==> config.mk <==
export PLATFORM = sky130hd
export DESIGN_NAME = sdio_readwait
export DESIGN_NICKNAME = d
export VERILOG_FILES = /design/src/rtl/sdrw_pkg.sv /design/src/rtl/sdrw_ctrl.sv /design/src/rtl/sdrw_xfer_cnt.sv /design/src/rtl/sdrw_cmd_track.sv /design/src/rtl/sdio_readwait.sv
export SDC_FILE = /design/constraint.sdc
export NUM_CORES = 1
export LEC_CHECK = 0
export ABC_CLOCK_PERIOD_IN_PS = 2200
export BUFFER_PORTS_ARGS = -buffer_cell sky130_fd_sc_hd__buf_2
export CAP_MARGIN = 10
export CELL_PAD_IN_SITES_DETAIL_PLACEMENT = 1
export CELL_PAD_IN_SITES_GLOBAL_PLACEMENT = 2
export CORE_UTILIZATION = 29
export CTS_CLUSTER_SIZE = 24
export DETAILED_ROUTE_END_ITERATION = 16
export GPL_ROUTABILITY_DRIVEN = 0
export GPL_TIMING_DRIVEN = 0
export PLACE_DENSITY_LB_ADDON = 0.08
export SYNTH_ARGS = -nofsm -noshare
export SYNTH_HDL_FRONTEND = slang
export SYNTH_SLANG_ARGS = --single-unit
==> constraint.sdc <==
create_clock -name clk -period 2.2 [get_ports clk]
set_clock_uncertainty 0.15 [all_clocks]
set_input_delay 0.22 -clock clk [delete_from_list [all_inputs] [get_ports clk]]
set_output_delay 0.22 -clock clk [all_outputs]
set_load 0.02 [all_outputs]
==> src/rtl/sdrw_pkg.sv <==
package sdrw_pkg;

    typedef enum logic [1:0] {
        RW_RUN  = 2'd0,
        RW_HOLD = 2'd1,
        RW_REL  = 2'd2
    } rw_state_e;

    typedef struct packed {
        logic dat;
        logic oe;
        logic frz;
    } line_drive_t;

    function automatic line_drive_t drive_of(rw_state_e s);
        line_drive_t d;
        d.dat = (s == RW_REL);
        d.oe  = (s != RW_RUN);
        d.frz = (s != RW_RUN);
        return d;
    endfunction

endpackage

==> src/rtl/sdrw_ctrl.sv <==
module sdrw_ctrl
    import sdrw_pkg::*;
(
    input  logic      clk,
    input  logic      rst,
    input  logic      xfer_active,
    input  logic      blk_end,
    input  logic      rw_req,
    input  logic      resume_req,
    input  logic      cmd_busy,
    output rw_state_e state,
    output logic      pend
);
    rw_state_e state_q, state_d;
    logic pend_q, pend_d, rpend_q, rpend_d;
    logic go, accept;

    assign go     = (state_q == RW_RUN) && xfer_active && (pend_q || rw_req) && blk_end;
    assign accept = (state_q == RW_HOLD) && (rpend_q || resume_req) && !cmd_busy;

    always_comb begin
        state_d = state_q;
        case (state_q)
            RW_RUN:  if (go) state_d = RW_HOLD;
            RW_HOLD: if (accept) state_d = RW_REL;
            RW_REL:  state_d = RW_RUN;
            default: state_d = RW_RUN;
        endcase
    end

    always_comb begin
        if ((state_q != RW_RUN) || !xfer_active || go) pend_d = 1'b0;
        else                                           pend_d = pend_q | rw_req;
        if ((state_q != RW_HOLD) || accept) rpend_d = 1'b0;
        else                                rpend_d = rpend_q | resume_req;
    end

    always_ff @(posedge clk) begin
        if (rst) begin
            state_q <= RW_RUN;
            pend_q  <= 1'b0;
            rpend_q <= 1'b0;
        end else begin
            state_q <= state_d;
            pend_q  <= pend_d;
            rpend_q <= rpend_d;
        end
    end

    assign state = state_q;
    assign pend  = pend_q;
endmodule

==> src/rtl/sdrw_xfer_cnt.sv <==
module sdrw_xfer_cnt #(
    parameter int BYTE_W = 10,
    parameter int BLK_W  = 9
) (
    input  logic              clk,
    input  logic              rst,
    input  logic              freeze,
    input  logic              data_tick,
    input  logic              blk_end,
    output logic [BYTE_W-1:0] byte_cnt,
    output logic [BLK_W-1:0]  blk_cnt
);
    logic [BYTE_W-1:0] byte_q;
    logic [BLK_W-1:0]  blk_q;

    always_ff @(posedge clk) begin
        if (rst) begin
            byte_q <= '0;
            blk_q  <= '0;
        end else if (!freeze) begin
            if (blk_end) begin
                blk_q  <= blk_q + 1'b1;
                byte_q <= '0;
            end else if (data_tick) begin
                byte_q <= byte_q + 1'b1;
            end
        end
    end

    assign byte_cnt = byte_q;
    assign blk_cnt  = blk_q;
endmodule

==> src/rtl/sdrw_cmd_track.sv <==
module sdrw_cmd_track #(
    parameter int GAP_CYC = 8
) (
    input  logic clk,
    input  logic rst,
    input  logic cmd_start,
    input  logic cmd_done,
    output logic busy,
    output logic ready
);
    localparam int GAP_W = $clog2(GAP_CYC + 1);
    localparam logic [GAP_W-1:0] GAP_MAX = GAP_W'(GAP_CYC);

    logic             busy_q;
    logic [GAP_W-1:0] gap_q;

    always_ff @(posedge clk) begin
        if (rst) begin
            busy_q <= 1'b0;
            gap_q  <= GAP_MAX;
        end else begin
            if (cmd_start)     busy_q <= 1'b1;
            else if (cmd_done) busy_q <= 1'b0;
            if (cmd_done)             gap_q <= '0;
            else if (gap_q < GAP_MAX) gap_q <= gap_q + 1'b1;
        end
    end

    assign busy  = busy_q;
    assign ready = !busy_q && (gap_q >= GAP_MAX);
endmodule

==> src/rtl/sdio_readwait.sv <==
module sdio_readwait
    import sdrw_pkg::*;
#(
    parameter int BYTE_W  = 10,
    parameter int BLK_W   = 9,
    parameter int GAP_CYC = 8
) (
    input  logic              clk,
    input  logic              rst,
    input  logic              xfer_active,
    input  logic              data_tick,
    input  logic              blk_end,
    input  logic              rw_req,
    input  logic              resume_req,
    input  logic              cmd_start,
    input  logic              cmd_done,
    output logic              dat2_o,
    output logic              dat2_oe,
    output logic              freeze,
    output logic              rw_active,
    output logic              rw_pending,
    output logic              cmd_busy,
    output logic              cmd_ready,
    output logic [BYTE_W-1:0] byte_cnt,
    output logic [BLK_W-1:0]  blk_cnt
);
    rw_state_e   st;
    line_drive_t drv;
    logic        busy_w;

    sdrw_cmd_track #(.GAP_CYC(GAP_CYC)) u_cmd (
        .clk(clk), .rst(rst), .cmd_start(cmd_start), .cmd_done(cmd_done),
        .busy(busy_w), .ready(cmd_ready)
    );

    sdrw_ctrl u_ctrl (
        .clk(clk), .rst(rst), .xfer_active(xfer_active), .blk_end(blk_end),
        .rw_req(rw_req), .resume_req(resume_req), .cmd_busy(busy_w),
        .state(st), .pend(rw_pending)
    );

    assign drv = drive_of(st);

    sdrw_xfer_cnt #(.BYTE_W(BYTE_W), .BLK_W(BLK_W)) u_cnt (
        .clk(clk), .rst(rst), .freeze(drv.frz), .data_tick(data_tick),
        .blk_end(blk_end), .byte_cnt(byte_cnt), .blk_cnt(blk_cnt)
    );

    assign dat2_o    = drv.dat;
    assign dat2_oe   = drv.oe;
    assign freeze    = drv.frz;
    assign rw_active = (st == RW_HOLD);
    assign cmd_busy  = busy_w;
endmodule

# After elaboration in Yosys (flattened, before gate mapping)
# Index checks and enable logic that the tools add are counted.
# classes
order_cmp	2
n_mul	0
muxes	9
div_mod_pow	0
n_bitwise	3
eq_ne	5
add_sub_neg	3
n_reduce_logical	24
shift	0
# ops
operator	n
$mux 10	2
$add 10x1->10 const B	1
$add 9x1->9 const B	1
$mux 4	2
$reduce_bool 2->1	4
$logic_and 1x1->1	6
$ne 2x1->1 const B	3
$reduce_and 2->1	3
$reduce_or 2->1	3
$logic_or 1x1->1	5
$add 4x1->4 const B	1
$ge 4x4->1 const B	1
$lt 4x4->1 const B	1
$mux 2	2
$pmux 2 s2	1
$eq 2x1->1 const B	1
$eq 2x2->1 const B	1
$logic_not 1->1	2
$logic_not 2->1	1
$mux 1	2
$or 1x1->1	2
$not 1->1	1
# word_totals
mem_bits_ro	0
output_inout_bits	26
ramBits	0
latchBits	0
mem_count	0
register_bits	28

# Logic depth before layout (Yosys ltp)
# logic_depth
depth_word	6
depth_mapped	6

# Modules after synthesis
# A second synthesis with hierarchy kept.
# hier_totals
cells_unflattened	135
area_unflattened_um2	1256.2
# modules_own_cells
mod	area_each_um2	n_inst	cells_per_inst
sdrw_xfer_cnt	867.1	1	94
sdrw_cmd_track	226.5	1	22
sdrw_ctrl	136.4	1	15
sdio_readwait	26.3	1	4

# Worst setup path before layout
# No wires, ideal clock.
# synth_timing
path_kind	flip-flop to flip-flop
startpoint	register u_cnt.byte_q[0] (netlist: u_cnt.byte_cnt[0])
endpoint	register u_cnt.byte_q[9] (netlist: u_cnt.byte_cnt[9])
n_path_buf	0
required_ns	1.983
setup_slack_ns	0.368
stages_incl_launch_ff	5
arrival_time_ns	1.615
cell_sequence	dfxtp_1 nand3_1 or3_4 or4_4 a21oi_2
# synth_via
elab_chain_cells	3
# synth_lines
element	line_no	source
from (decl)	sdrw_xfer_cnt.sv:13	logic [BYTE_W-1:0] byte_q;
from (signal assigned)	sdrw_xfer_cnt.sv:25	byte_q <= byte_q + 1'b1;
$add 10x1->10	sdrw_xfer_cnt.sv:25	
$mux 10	sdrw_xfer_cnt.sv:24	end else if (data_tick) begin
$mux 10	sdrw_xfer_cnt.sv:21	if (blk_end) begin
# No other way between the ends. The select of a mux whose other input is x is not followed.
# A chain may end at the register's enable or synchronous reset.

# Final worst setup path
# layout_timing
startpoint	register u_ctrl.state_q[0] (netlist: u_ctrl.state[0])
endpoint	output freeze
# layout_via
elab_chain_cells	1
# layout_lines
element	line_no	source
from (decl)	sdrw_ctrl.sv:14	rw_state_e state_q, state_d;
from (signal assigned)	sdrw_ctrl.sv:44	state_q <= state_d;
$reduce_bool 2->1	sdrw_pkg.sv:19	d.frz = (s != RW_RUN);
to (decl)	sdio_readwait.sv:19	output logic freeze,
# No other way between the ends.

==> flow_summary.toml <==
[power]
cellLeakagePower_uw = 0.0006190
combPwrFrac_pct = 10.6
p_switching_uw = 236.8
clkPwrFrac_pct = 31.2
vdd_drop_max_mv = 0.2245
sw_frac_of_total_pct = 25.92
power_density_nw_per_um2 = 599.9
p_total_uw = 913.5
internal-power_uw = 676.7
p_seq_share_pct = 58.2

[sta]
hold_violations = 0
rsz0062_at_grt = "no"
setup_viol = 0
worstMarginPinSlew_ps = 673.4
fmax_ghz = 0.5089
min_period_over_period_pct = 89.33
relSlewSlack_pct = 55.01
whs_ps = 8.501
fin_ws_ps = 234.8
fin_crit_ps = 1965
slew_violations = 0
setup_tns_ps = 0

[cts]
cts_tree = "done"
cts_resized = 0
ctsHoldBuffers = 0
post_cts_buffers = 0
cts-buffers-inserted = 3
cts.sinks = 28
cts_root_buffer = "clkbuf_8"
htree_levels = 1
insertion_delay_ps = 270
clkTransAtPathRegs_ps = 100
cts_max_path_buffers = 2

[synthesis]
netlist.area_leader.share_pct = 44.89
yosys_most_used_dff = "dfxtp_1"
syn-cell-area_sq_um = 1249
post-synth-top-area-cell = "dfxtp_1"
yosys-top-cells-area = "dfxtp_1, xnor2_1, nor2_1"
synth_cell_type_count = 33
ys_async_sr_fraction_pct = 0
syn_nets = 155
ys_seq_area_share_pct = 44.89
synth.most_common_cell = "dfxtp_1"
yosys_register_bits = 28
synth_common_cells = "dfxtp_1, nor2_1, xnor2_1"
yosysWarningCount = 0
synth_edf_count = 0
avgSynthCellArea_sq_um = 8.794
synthCells = 142

[critical_path]
cp-end-kind = "primary output"
path_class = "flop to primary output"
critPathMaxFanout = 11
required_ps = 1830
path_buf_inv = 4
ff2ff_path_depth = 4
crit_chain = "nor2_2 > inv_2 > clkbuf_1 > buf_4 > buf_2"
worst_ep_arrival_time_ps = 1600
r2r-end = "u_cnt.byte_cnt[4]"
crit_family = "buffers and inverters"
slowest_stage = "clkbuf_1"
reg2reg_slack_ps = 360
cp.depth = 5
max_stage_delay_ps = 420
setup.worst_path.start_class = "flop"
reg2reg_from = "u_ctrl.state[0]"

[placement]
post-dp-hpwl_um = 2248
port_buffers = 34
place_ws_ps = 252.4

[route]
final_antenna_net_count = 0
routed_wl_um = 2981
drc_errors = 0
post_drt_via_cell_ratio = 4.712
dr.pass1.iters = 3
via_count = 1079
wl_per_cell_um = 13.02
dr.first_iter.drc_count = 30

[floorplan]
die_height_um = 67.62
dieArea_sq_um = 4572
fp-row-count = 23
die_w_um = 67.62
start_util_pct = 30.77
coreArea_sq_um = 4058
num_io_pins = 35

[global_routing]
grt_pass1_vias = 1026
antenna_found_initial = 0
grt_pass1_wl_um = 4809
grtUsageTotal_pct = 14.02
grt_max_degree = 15
grt-ovfl-total = 0

[worst_hold_path]
hold_path_class = "primary input to flop"
worstHoldStart = "cmd_start"
hold_path_end = "u_cmd.busy"
whs_path_depth = 3

[finish]
num_antenna_cells = 0
area_growth_syn_to_layout_pct = 21.94
final_nets = 194
drive_gt1_share_pct = 25.14

[status]
status = "finished, final reports clean"

[flow_run]
drv_cap = 0
## layer usage
layer / track usage [%] / up-vias / wire length, um
li1: - / 561 / -
met1: 18.91 / 499 / 1466
met2: 22.03 / 17 / 1411
met3: 2.703 / 2 / 82
met4: 4.787 / 0 / 21
met5: 0 / - / 0
## through the flow
step / utilization [%] / area (sq um) / instances
floorplan: - / 1249 / 142
global placement: 36.51 / 1481 / 226
finish: 37.53 / 1523 / 229
detailed placement: 36.51 / 1481 / 226
CTS: 37.53 / 1523 / 229
global route: 37.53 / 1523 / 229
## power groups by stage
stage / clock [uW] / combinational (uW) / sequential [uW]
final: 285 / 97.2 / 531
after global routing: 315 / 108 / 534
after CTS: 298 / 99.4 / 532
after detailed placement: 0 / 99.0 / 543
after global placement: 0 / 96.6 / 542
after floorplan: 0 / 52.1 / 551
## how the worst max path moves through the flow
stage | start | endpoint | slack [ps]
detailed placement | blk_end | u_cnt.byte_cnt[5] | 250
finish | u_ctrl.state[0] | freeze | 230
floorplan | u_cnt.byte_cnt[0] | u_cnt.byte_cnt[9] | 370
global route | u_ctrl.state[0] | freeze | 90
CTS | u_ctrl.state[0] | freeze | 170
global placement | blk_end | u_cnt.byte_cnt[6] | 280
## flip-flops by register name (all words and copies together) (netlist names)
signal	flops
u_cmd.busy	1
u_cmd.gap_q	4
u_cnt.blk_cnt	9
u_cnt.byte_cnt	10
u_ctrl.pend	1
u_ctrl.rpend_q	1
u_ctrl.state	2
## kinds of logic (layout without fill, tap and decap cells)
family / Yosys count / in the layout / synth area share (%)
AO/OA/AOI/OAI: 16 / 16 / 7.416
multiplexers: 2 / 2 / 1.603
buffers and inverters: 12 / 49 / 3.907
adder cells (fa/ha/maj): 4 / 4 / 4.008
XOR/XNOR: 16 / 16 / 11.22
AND/OR/NAND/NOR: 64 / 64 / 26.95
flip-flops: 28 / 28 / 44.89
## tightest hold or removal path, cell delays in order
cell     delay [ps]
buf_2            80
a21oi_1          30
nor2_1           70
## cell usage in the layout, fill, tap and decap left out, types with 2 or more instances in the layout
master / netlist / layout
a21oi_1: 6 / 6
buf_2: 0 / 34
clkbuf_1: 4 / 4
clkbuf_8: 0 / 3
dfxtp_1: 28 / 28
ha_1: 4 / 4
inv_1: 6 / 6
mux2i_1: 2 / 2
nand2_1: 10 / 10
nand3_1: 3 / 3
nand4_1: 3 / 3
nor2_1: 19 / 19
nor2b_1: 2 / 2
nor3_1: 5 / 5
nor4_1: 10 / 10
o21ai_0: 5 / 5
or2_2: 2 / 2
or3_1: 2 / 2
xnor2_1: 13 / 13
xor2_1: 3 / 3
## layout make-up
class | instances | area (sq um)
Buffer | 5 | 22.52
Tap cell | 50 | 62.56
Multi-Input combinational cell | 102 | 639.4
Inverter | 7 | 26.28
Fill cell | 493 | 2535
Clock buffer | 3 | 41.29
Sequential cell | 28 | 560.5
Timing Repair Buffer | 34 | 170.2
No activity file was read; power rests on OpenSTA's default activity.
